===== src/rtl/seg_xlate_pkg.sv =====
package seg_xlate_pkg;

  typedef enum logic [1:0] {
    XL_OK        = 2'd0,
    XL_SEG_EXC   = 2'd1,
    XL_BOUNDS    = 2'd2,
    XL_PAGE_FLT  = 2'd3
  } xl_status_e;

  typedef enum logic [1:0] {
    S_IDLE,
    S_SEG_RD,
    S_PAGE_RD,
    S_RESP
  } xl_state_e;

endpackage


===== src/rtl/seg_xlate_addr.sv =====
module seg_xlate_addr #(
  parameter int ADDR_W      = 32,
  parameter int SEG_W       = 4,
  parameter int PAGE_W      = 16,
  parameter int OFF_W       = 12,
  parameter int ENTRY_SHIFT = 2
) (
  input  logic [ADDR_W-1:0]       tbl_base,
  input  logic [SEG_W-1:0]        seg_idx,
  input  logic [PAGE_W-1:0]       page_idx,
  input  logic [ADDR_W-OFF_W-1:0] pt_frame,
  output logic [ADDR_W-1:0]       seg_ent_addr,
  output logic [ADDR_W-1:0]       pte_addr
);
  localparam int FRAME_W = ADDR_W - OFF_W;

  logic [ADDR_W-1:0] seg_scaled;
  logic [ADDR_W-1:0] page_scaled;
  logic [ADDR_W-1:0] pt_base;

  always_comb begin
    seg_scaled   = ADDR_W'(seg_idx) << ENTRY_SHIFT;
    page_scaled  = ADDR_W'(page_idx) << ENTRY_SHIFT;
    pt_base      = {pt_frame[FRAME_W-1:0], {OFF_W{1'b0}}};
    seg_ent_addr = tbl_base + seg_scaled;
    pte_addr     = pt_base + page_scaled;
  end
endmodule


===== src/rtl/seg_xlate_decode.sv =====
module seg_xlate_decode #(
  parameter int ADDR_W = 32,
  parameter int PAGE_W = 16,
  parameter int OFF_W  = 12,
  parameter int LEN_W  = 11
) (
  input  logic [ADDR_W-1:0]       desc,
  input  logic [PAGE_W-1:0]       page_idx,
  input  logic [OFF_W-1:0]        offset,
  output logic                    desc_valid,
  output logic                    in_bounds,
  output logic [ADDR_W-OFF_W-1:0] frame,
  output logic [ADDR_W-1:0]       paddr
);
  localparam int CMP_W = (PAGE_W > LEN_W) ? PAGE_W : LEN_W;

  logic [LEN_W-1:0] seg_len;

  always_comb begin
    desc_valid = desc[0];
    seg_len    = desc[LEN_W:1];
    frame      = desc[ADDR_W-1:OFF_W];
    in_bounds  = CMP_W'(page_idx) < CMP_W'(seg_len);
    paddr      = {frame, offset};
  end
endmodule


===== src/rtl/seg_xlate.sv =====
module seg_xlate
  import seg_xlate_pkg::*;
#(
  parameter int ADDR_W      = 32,
  parameter int SEG_W       = 4,
  parameter int PAGE_W      = 16,
  parameter int OFF_W       = 12,
  parameter int LEN_W       = 11,
  parameter int ENTRY_SHIFT = 2
) (
  input  logic              clk,
  input  logic              rst,
  input  logic              cfg_we,
  input  logic [ADDR_W-1:0] cfg_base,
  input  logic              req_valid,
  output logic              req_ready,
  input  logic [ADDR_W-1:0] req_vaddr,
  output logic              rsp_valid,
  input  logic              rsp_ready,
  output logic [ADDR_W-1:0] rsp_paddr,
  output logic [1:0]        rsp_status,
  output logic              mem_req_valid,
  input  logic              mem_req_ready,
  output logic [ADDR_W-1:0] mem_req_addr,
  input  logic              mem_rsp_valid,
  input  logic [ADDR_W-1:0] mem_rsp_data
);
  localparam int PAGE_LSB = OFF_W;
  localparam int SEG_LSB  = OFF_W + PAGE_W;
  localparam int FRAME_W  = ADDR_W - OFF_W;

  xl_state_e         state;
  logic              issued;
  logic [ADDR_W-1:0] tbl_base_q;
  logic [ADDR_W-1:0] vaddr_q;

  logic [ADDR_W-1:0]  seg_ent_addr;
  logic [ADDR_W-1:0]  pte_addr;
  logic               desc_valid;
  logic               in_bounds;
  logic [FRAME_W-1:0] frame;
  logic [ADDR_W-1:0]  hit_paddr;
  logic               rd_done;

  seg_xlate_addr #(
    .ADDR_W(ADDR_W), .SEG_W(SEG_W), .PAGE_W(PAGE_W),
    .OFF_W(OFF_W), .ENTRY_SHIFT(ENTRY_SHIFT)
  ) u_addr (
    .tbl_base     (tbl_base_q),
    .seg_idx      (req_vaddr[SEG_LSB +: SEG_W]),
    .page_idx     (vaddr_q[PAGE_LSB +: PAGE_W]),
    .pt_frame     (frame),
    .seg_ent_addr (seg_ent_addr),
    .pte_addr     (pte_addr)
  );

  seg_xlate_decode #(
    .ADDR_W(ADDR_W), .PAGE_W(PAGE_W), .OFF_W(OFF_W), .LEN_W(LEN_W)
  ) u_dec (
    .desc       (mem_rsp_data),
    .page_idx   (vaddr_q[PAGE_LSB +: PAGE_W]),
    .offset     (vaddr_q[OFF_W-1:0]),
    .desc_valid (desc_valid),
    .in_bounds  (in_bounds),
    .frame      (frame),
    .paddr      (hit_paddr)
  );

  assign req_ready = (state == S_IDLE);
  assign rd_done   = issued && mem_rsp_valid;

  always_ff @(posedge clk) begin
    if (rst) begin
      state         <= S_IDLE;
      issued        <= 1'b0;
      tbl_base_q    <= '0;
      vaddr_q       <= '0;
      mem_req_valid <= 1'b0;
      mem_req_addr  <= '0;
      rsp_valid     <= 1'b0;
      rsp_paddr     <= '0;
      rsp_status    <= XL_OK;
    end else begin
      if (cfg_we) tbl_base_q <= cfg_base;

      if (mem_req_valid && mem_req_ready) begin
        mem_req_valid <= 1'b0;
        issued        <= 1'b1;
      end

      case (state)
        S_IDLE: begin
          if (req_valid) begin
            vaddr_q       <= req_vaddr;
            mem_req_valid <= 1'b1;
            mem_req_addr  <= seg_ent_addr;
            issued        <= 1'b0;
            state         <= S_SEG_RD;
          end
        end
        S_SEG_RD: begin
          if (rd_done) begin
            if (!desc_valid || !in_bounds) begin
              rsp_valid  <= 1'b1;
              rsp_paddr  <= '0;
              rsp_status <= !desc_valid ? XL_SEG_EXC : XL_BOUNDS;
              state      <= S_RESP;
            end else begin
              mem_req_valid <= 1'b1;
              mem_req_addr  <= pte_addr;
              state         <= S_PAGE_RD;
            end
            issued <= 1'b0;
          end
        end
        S_PAGE_RD: begin
          if (rd_done) begin
            rsp_valid  <= 1'b1;
            rsp_paddr  <= desc_valid ? hit_paddr : '0;
            rsp_status <= desc_valid ? XL_OK : XL_PAGE_FLT;
            issued     <= 1'b0;
            state      <= S_RESP;
          end
        end
        default: begin
          if (rsp_ready) begin
            rsp_valid <= 1'b0;
            state     <= S_IDLE;
          end
        end
      endcase
    end
  end
endmodule


===== config.mk =====
export PLATFORM = sky130hd
export DESIGN_NAME = seg_xlate
export DESIGN_NICKNAME = d
export VERILOG_FILES = /design/src/rtl/seg_xlate_pkg.sv /design/src/rtl/seg_xlate_addr.sv /design/src/rtl/seg_xlate_decode.sv /design/src/rtl/seg_xlate.sv
export SDC_FILE = /design/constraint.sdc
export NUM_CORES = 1
export LEC_CHECK = 0
export CAP_MARGIN = 20
export CELL_PAD_IN_SITES_DETAIL_PLACEMENT = 0
export CELL_PAD_IN_SITES_GLOBAL_PLACEMENT = 1
export CORE_UTILIZATION = 30
export DETAILED_ROUTE_END_ITERATION = 7
export DONT_BUFFER_PORTS = 1
export MAX_ROUTING_LAYER = met4
export PLACE_DENSITY = 0.63
export SLEW_MARGIN = 15
export SYNTH_ARGS = -nofsm -noshare
export SYNTH_HDL_FRONTEND = slang
export SYNTH_SLANG_ARGS = --single-unit

===== constraint.sdc =====
create_clock -name clk -period 2.65 [get_ports clk]
set_clock_uncertainty 0.2 [all_clocks]
set_input_delay 0.1325 -clock clk [delete_from_list [all_inputs] [get_ports clk]]
set_output_delay 0.1325 -clock clk [all_outputs]
set_load 0.02 [all_outputs]

==> results.md, run 1 <==
Timing:
- Subtracting the final worst setup slack from the clock period gives about 2.5 ns.
- The aggregate negative setup slack is 0 ns.
- The fmax is about 0.4 GHz.
- The final setup violation count is 0.
- The number of endpoints with negative hold slack in the final report came to 0.
- The count of pins over their slew limit came to 0.
- In the finished design, the share of the clock period the worst path needs comes to 0.9491.
- For the pin with the worst max-slew slack, the measured transition is 0.5834 ns.
- Headroom to the max-slew limit came out at 0.6111.
- Setup repair after global routing left no endpoint under its margin.

Synth:
- Each instance of the synthesized netlist takes up on average approximately 8.7 um2.
- After synthesis, the netlist uses 54 different library cells.
- The number of nets handed over by synthesis was between 800 and 900.
- Synthesis inferred ~130 register bits.
- The leading register cell type out of synthesis is sky130_fd_sc_hd__dfxtp_1.
- The cell count after synthesis came out at between 700 and 800.
- Counting flops with a built-in enable in the synthesized netlist gives 0.
- Of the synthesized area, sequential elements account for 0.4137.
- The biggest area contributor in the post-synthesis netlist is sky130_fd_sc_hd__dfxtp_1.
- The share of synthesized registers carrying an async set or reset is 0.
- The post-synthesis instance area is around 0.0063 mm2.
- The area share of the leading cell type in the synthesized netlist is 0.4137.
- By area the synthesized netlist is led by sky130_fd_sc_hd__dfxtp_1 41%, sky130_fd_sc_hd__nand2_1 7.5%, sky130_fd_sc_hd__mux2i_1 5.8%, sky130_fd_sc_hd__ha_1 5.1%, sky130_fd_sc_hd__a21oi_1 5.0%.
- The total of warnings raised by yosys is 0.

Setup path:
- Walking the worst path, the cells encountered are ha_1 > nand3_2 > nor3_4 > o2111ai_2 > and3_4 > a211oi_4 > nor2_2 > buf_12 > a22o_1.
- The reg-to-reg setup timing slack is 0.13 ns.
- The class of the most critical setup path is register to register.
- The largest single stage delay on the critical path is 0.32 ns.
- STA puts the critical path data required time at 2.75 ns.
- The kind of capture point of the worst setup path is a register.
- At the worst endpoint, the arrival time is between 2 and 3 ns.
- The cell at the slowest stage of the critical path is sky130_fd_sc_hd__dfxtp_2.
- The cell count of the worst reg-to-reg path is 9.
- Along the worst path, the maximum fanout reaches 32.
- The type of element launching the critical path is a register.

Placed design:
- The quantity of I/O buffers inserted on ports is 0.
- The total placed cells including tap cells is 986.
- The detailed placer's ending HPWL is approximately 14000 um.
- The final weighted congestion of routability-driven global placement is 0.8772.

Cells and area:
- In the layout the commonest cells are 130 x sky130_fd_sc_hd__dfxtp_1, 126 x sky130_fd_sc_hd__nand2_1, 108 x sky130_fd_sc_hd__dlygate4sd3_1.
- The final layout contains 977 nets.
- The area added between synthesis and finish is 33.98%.
- The final antenna diode count is 0.
- The layout cell share with drive strength beyond 1 is 0.09779.
- The most common cell after layout, fill and taps aside is sky130_fd_sc_hd__dfxtp_1.
- The final non-filler cell total is roughly 1100.

Floorplanning:
- The die covers 0.02172 mm2.
- From bottom edge to top edge, the die measures ~150 um.
- The initial core utilization is 0.3093.
- In this run the horizontal extent of the chip is 147.4 um.
- The core region is approximately 0.020 mm2.
- The number of placement rows is 52.
- Pin placement for this block handled roughly 170 I/O pins.

Pwr:
- Dividing total power by cell area gives a power density of ~820 mW/mm2.
- The worst-case vdd ir drop is 446.6 uV.
- In this run the static leakage power is approximately 0.0034 uW.

Global route:
- The largest net degree at the start of global routing is 85.
- For this run, the total global-route usage over all layers was measured as 0.1927.
- The number of antenna violations at the first check in global routing came to 0.
- The via count of the first global-routing pass came to around 5800.
- Global routing finished with a remaining overflow of 0.
- The first global-routing pass estimated 31150 um of wire.

CTS:
- The clock tree root buffer cell is sky130_fd_sc_hd__clkbuf_16.
- In this run the number of H-tree levels came out at 4.
- The number of buffers inserted during clock tree synthesis is 17.
- After clock tree synthesis, the clock-pin slew on the worst setup and hold paths is around 0.060 ns.
- The source-to-sink clock delay at the later pin of the worst-skew pair is around 0.42 ns.
- The tree built by TritonCTS fans out to about 130 sinks.
- In this run the deepest clock path goes through 2 buffers.
- TritonCTS built the clock tree.

Min path:
- The worst min-delay path class is primary input to register.
- The worst hold path passes through 5 cells.

Drt:
- Dividing the detail-routed via count by the number of cells gives ~5.0.
- The detailed router's first-iteration violation count is roughly 260.
- The number of iterations in the first detailed-routing pass is 6.
- The wire length per cell is 17.92 um.
- The number of remaining DRC errors is 0.
- Across all layers, the routed design uses between 5000 and 6000 vias.
- The wire length reported by the detailed router is 20230 um.
- In this run the remaining antenna-violating nets after routing total 0.

Flow run:
- Across the run, the number of max-cap violations was 0.

Run status:
- The flow ran to the end, and the final reports show no timing, DRC or antenna violations.
==> report_power, final <==
group	switching [uW]	internal (uW)	total, uW
clock	888	1450	2340
sequential	406	2240	2650
combinational	1160	841	2000
total	2450	4530	6990
==> sequential cells by signal, summed over array words and instances (netlist names) <==
register and flops:
rsp_status 2, tbl_base_q 32, state 2, vaddr_q 28, mem_req_valid 1, mem_req_addr 32
rsp_valid 1, issued 1, rsp_paddr 32
==> synthesized netlist by cell type (2+ instances only) <==
cell type                   number
sky130_fd_sc_hd__dfxtp_1       131
sky130_fd_sc_hd__nand2_1       126
sky130_fd_sc_hd__a21oi_1        63
sky130_fd_sc_hd__nor2_1         61
sky130_fd_sc_hd__mux2i_1        37
sky130_fd_sc_hd__a22o_1         32
sky130_fd_sc_hd__ha_1           26
sky130_fd_sc_hd__inv_1          24
sky130_fd_sc_hd__clkbuf_1       22
sky130_fd_sc_hd__xnor2_1        21
sky130_fd_sc_hd__nand3_1        20
sky130_fd_sc_hd__xor2_1         18
sky130_fd_sc_hd__o211ai_1       17
sky130_fd_sc_hd__o21ai_0        15
sky130_fd_sc_hd__a211oi_1       12
sky130_fd_sc_hd__nor3_1         11
sky130_fd_sc_hd__nand4_1         9
sky130_fd_sc_hd__buf_1           7
sky130_fd_sc_hd__and3_1          6
sky130_fd_sc_hd__buf_2           6
sky130_fd_sc_hd__buf_6           6
sky130_fd_sc_hd__and2_1          5
sky130_fd_sc_hd__nor2b_1         5
sky130_fd_sc_hd__a21o_1          4
sky130_fd_sc_hd__and4_1          4
sky130_fd_sc_hd__o2111ai_1       4
sky130_fd_sc_hd__a31oi_1         3
sky130_fd_sc_hd__o31ai_1         3
sky130_fd_sc_hd__a211o_1         2
sky130_fd_sc_hd__fa_1            2
sky130_fd_sc_hd__nand2b_1        2
sky130_fd_sc_hd__o211a_1         2
sky130_fd_sc_hd__o21a_1          2
sky130_fd_sc_hd__o31a_1          2
sky130_fd_sc_hd__or2_2           2
==> cells by family (layout without fill, tap and decap cells) <==
logic type,count (synthesis),in the layout,synth area share
adders and majority gates,28,28,0.05763
DFF,131,131,0.4137
muxes,37,37,0.05842
xor gates and xnor gates,39,39,0.05388
AOI/OAI and AO/OA,169,169,0.1853
buffers and inverters,66,194,0.04737
and+or+nand+nor,261,261,0.1837
==> metrics by stage <==
stage / cell area (um2) / total power [uW] / hold WS, ns / setup WS (ns) / util
after floorplan: 6340 / 3836 / 0.05798 / 0.2679 / -
after global placement: 6710 / 4367 / 0.01005 / 0.03580 / 0.3274
after detailed placement: 6710 / 4402 / 0.01302 / 0.01704 / 0.3274
after CTS: 8401 / 6969 / 0.006055 / 0.0006091 / 0.4099
after global routing: 8494 / 7399 / 0.04615 / 0.007282 / 0.4145
final: 8494 / 6990 / 0.009301 / 0.1349 / 0.4145
==> worst paths after layout <==
path	startpoint	endpoint
worst max-delay path	vaddr_q[22]$_SDFFE_PP0P_	rsp_paddr[23]$_SDFFE_PP0P_
worst min-delay path	mem_rsp_data[18]	mem_req_addr[20]$_SDFFE_PP0P_
worst max register to register	vaddr_q[22]$_SDFFE_PP0P_	rsp_paddr[23]$_SDFFE_PP0P_
worst min register to register	vaddr_q[0]$_SDFFE_PP0P_	vaddr_q[0]$_SDFFE_PP0P_
==> timing repair <==
action | 4_1_cts | 5_1_grt
hold buffers | 109 | 0
gates resized for setup | 0 | 15
buffers inserted | 0 | 1
setup endpoints to repair | 0 | 29
hold endpoints to repair | 131 | 0
==> layout make-up <==
class                   count  area [um2]
fillers                  2065       12000
multi-input cells         534        3480
flip-flops and latches    131        2624
repair buffers            137        1378
clock buffers              23       478.0
well taps                 270       337.8
clock inverters             9       103.9
inverters                  25       93.84
==> worst max-delay path, delay by kind of cell (launching register included) <==
kind / cells / cell delay [ns]
buf+inv: 1 / 0.18
flops: 1 / 0.32
simple gates: 4 / 0.66
fa+ha+maj: 1 / 0.32
compound gates: 3 / 0.69
==> metal layers <==
metal | up-vias | global-route usage | wire length [um]
met5 | - | - | 0
met4 | 0 | 0.06443 | 315
met3 | 20 | 0.05340 | 1373
met2 | 161 | 0.3203 | 9860
met1 | 2735 | 0.2233 | 8684
li1 | 2785 | - | -
Power figures use the tool's default switching activity.
==> run 2, diff against run 1 <==
PLACE_DENSITY = 0.64   (was 0.63)
==> results.md, run 2 (synthesized netlist as in run 1, its figures left out) <==
Run status:
- The run finished with clean final reports.

CTS:
- Clock tree synthesis selected as its root buffer the cell sky130_fd_sc_hd__clkbuf_16.
- The source-to-sink clock delay at the later pin of the worst-skew pair was 0.41 ns (about the same).
- The number of H-tree levels came to 4 (unchanged).
- The deepest clock path buffer count is 2 (unchanged).
- The CTS tree is built.
- The sink count of the clock tree is 131 (unchanged).
- The number of buffers inserted during clock tree synthesis is 17 (unchanged).
- The clock-pin slew on the worst setup and hold paths is 0.06 ns (about the same).

Cells and area:
- The largest registers in the layout are mem_req_addr (32), rsp_paddr (32), tbl_base_q (32).
- The final non-filler cell total is 1160 (+2.7%).
- The most common cell after layout, fill and taps aside is sky130_fd_sc_hd__dlygate4sd3_1.
- Leaving out fill and tap cells, the most frequent cells in the layout are 148 x sky130_fd_sc_hd__dlygate4sd3_1, 131 x sky130_fd_sc_hd__dfxtp_1, 126 x sky130_fd_sc_hd__nand2_1.
- The post-layout instance area is 0.008787 mm2 (+3.4%).
- The total number of nets in the final design came to 1008 (+3.2%).
- The final antenna diode count was 0 (unchanged).
- The layout cell share with drive strength beyond 1 is 0.07640 (-0.02138).
- The area added between synthesis and finish is 38.60%.

Min path:
- The worst hold path belongs to the class primary input to register.

Setup path:
- The biggest cell delay along the critical path was 0.34 ns (+0.02 ns).
- The reg-to-reg setup timing slack is 0.11 ns (-0.02 ns).
- The total buffers and inverters traversed by the critical path is 1 (unchanged).
- The critical path starts at vaddr_q[22]$_SDFFE_PP0P_.
- The arrival time reported for the critical path endpoint was 2.63 ns (about the same).
- The critical path goes through ha_1 > nand3_2 > nor3_4 > o2111ai_2 > and3_4 > a211oi_4 > nor2_2 > buf_12 > a22o_1.
- The required time reported for the critical path endpoint was 2.75 ns (about the same).
- The cell count of the worst reg-to-reg path came to 9 (unchanged).
- The top fanout value on the critical path is 32 (unchanged).
- The beginning of the worst register-to-register path is vaddr_q[22]$_SDFFE_PP0P_.
- The setup path with the least slack is of type register to register.
- The cell at the slowest stage of the critical path is sky130_fd_sc_hd__ha_1.
- The type of element launching the critical path is a register.
- The kind of capture point of the worst setup path is a register.
- The category of cells accounting for the largest share of critical-path delay is compound AO/OA/AOI/OAI gates.
- The critical path ends at rsp_paddr[15]$_SDFFE_PP0P_.
- The worst flop-to-flop path endpoint is rsp_paddr[15]$_SDFFE_PP0P_.
- The depth of the critical timing path with buffers and inverters included was 9 (unchanged).

Global route:
- The via count of the first global-routing pass is 5795 (+0.73%).
- The all-layer global routing usage is 0.1923 (-0.0004600).
- The first-pass GRT wire length is 31570 um (+1.3%).
- The largest net degree at the start of global routing is 103 (+21%).
- The number of antenna violations at the first check in global routing is 0 (unchanged).
- The total congestion overflow after global routing is 0 (unchanged).

Placed design:
- The final weighted congestion of routability-driven global placement was 0.8687 (-0.97%).
- The detailed placer's ending HPWL was 13290 um (-1.7%).
- The placement-stage cell area is 0.006655 mm2 (-0.82%).
- The total placed cells including tap cells is 977 (-0.91%).
- The quantity of I/O buffers inserted on ports is 0 (unchanged).

Floorplanning:
- The initial core utilization came to 0.3093 (unchanged).
- The die extent in y was 147.4 um (unchanged).
- The number of placement rows is 52 (unchanged).
- The floorplan die area is 0.02172 mm2 (unchanged).
- The total core area is 0.02049 mm2 (unchanged).
- The top-level I/O count is 172 (unchanged).
- The die width was 147.4 um (unchanged).

Pwr:
- The total power consumption of the routed design is 7065 uW (+1.1%).
- The leakage component of the power was 0.003499 uW (+3.9%).
- The power per standard cell area is 804.0 mW/mm2 (-2.3%).
- The worst-case vdd ir drop is 394.7 uV (-12%).

Timing:
- The slew of the pin with the lowest slew margin was 0.5338 ns (-0.04959 ns).
- The remaining max-slew budget at the tightest pin is 0.6425 (+0.03140).
- The fmax is 0.3944 GHz (-0.80%).
- The minimum clock period after layout is 2.535 ns (+0.02019 ns).
- The count of pins over their slew limit is 0 (unchanged).
- The final period utilization came to 0.9567 (+0.007618).
- The aggregate negative setup slack is 0 ns (unchanged).
- Setup repair after global routing left no endpoint under its margin.
- The final setup violation count is 0 (unchanged).
- The number of endpoints with negative hold slack in the final report came to 0 (unchanged).

Drt:
- The wire length per cell was 17.10 um (-4.6%).
- The wire length reported by the detailed router is 19840 um (-2.0%).
- The number of iterations in the first detailed-routing pass came to 4 (-2).
- The post-detailed-route via-to-cell ratio is 5.047 (about the same).
- The overall via count from detail_route is 5855 (+2.7%).
- The detailed router's first-iteration violation count is 199 (-24%).
- The number of antenna-violating nets in the routed design was 0 (unchanged).
- The number of remaining DRC errors is 0 (unchanged).

Flow run:
- The reported max-cap violation count is 0 (unchanged).
==> run 2: cell count changes in the layout (fill, tap and decap cells not counted), moves of 2 or more <==
cell                            delta
sky130_fd_sc_hd__dlygate4sd3_1    +40
sky130_fd_sc_hd__clkinv_4          +3
sky130_fd_sc_hd__clkbuf_1          -2
sky130_fd_sc_hd__buf_4             -8
sky130_fd_sc_hd__clkbuf_8          -2
==> run 2: per-stage QoR <==
stage / utilization / worst slack (ns) / hold slack [ns]
CTS: 0.4278 / 0.05972 / 0.005806
global placement: 0.3247 / 0.1860 / 0.01220
floorplan: - / 0.2679 / 0.05798
finish: 0.4288 / 0.1147 / 0.004770
detailed placement: 0.3247 / 0.1050 / 0.01329
global route: 0.4288 / 0.0003595 / 0.003817
==> run 2: worst min-delay path by stage <==
stage	startpoint	to	slack, ns	cells after the start
after floorplan	mem_rsp_data[12]	rsp_paddr[12]$_SDFFE_PP0P_	0.06	1
after global placement	rst	vaddr_q[7]$_SDFFE_PP0P_	0.01	1
after detailed placement	rst	vaddr_q[10]$_SDFFE_PP0P_	0.01	1
after CTS	mem_rsp_data[12]	mem_req_addr[12]$_SDFFE_PP0P_	0.006	5
after global routing	mem_rsp_data[12]	mem_req_addr[12]$_SDFFE_PP0P_	0.004	5
final	mem_rsp_data[12]	mem_req_addr[12]$_SDFFE_PP0P_	0.005	5
==> run 2: power by group <==
group | total [uW] | leakage, uW | switching (uW) | internal (uW)
logic | 1990 | 0.00214 | 1130 | 853
registers | 2650 | 0.00107 | 407 | 2240
clock network | 2430 | 0.000293 | 929 | 1500
total | 7070 | 0.00350 | 2470 | 4590
==> run 2: worst min-delay path: stages <==
cell and delay [ns]:
sky130_fd_sc_hd__ha_1 0.13, sky130_fd_sc_hd__nand2_1 0.06, sky130_fd_sc_hd__o21ai_0 0.08, sky130_fd_sc_hd__nand2_1 0.06
sky130_fd_sc_hd__a21oi_1 0.11
==> run 2: what timing repair did <==
action,CTS,global route
buffers inserted,0,2
resized for setup,0,3
hold endpoints to repair,131,0
setup endpoints to repair,0,10
hold buffers,149,0
==> run 2: area by class of cell <==
type / instances / area, um2
fillers: 2044 / 11710
inverters: 25 / 93.84
flip-flops and latches: 131 / 2623
repair buffers: 168 / 1702
multi-input cells: 534 / 3428
clock buffers: 19 / 442.9
well taps: 270 / 337.8
clock inverters: 13 / 160.2
==> run 2: metal layers <==
layer	share of wire	track usage	vias to the layer above
met5	0	-	-
met4	0.013	0.05722	0
met3	0.073	0.05525	21
met2	0.49	0.3167	181
met1	0.42	0.2265	2807
li1	-	-	2846
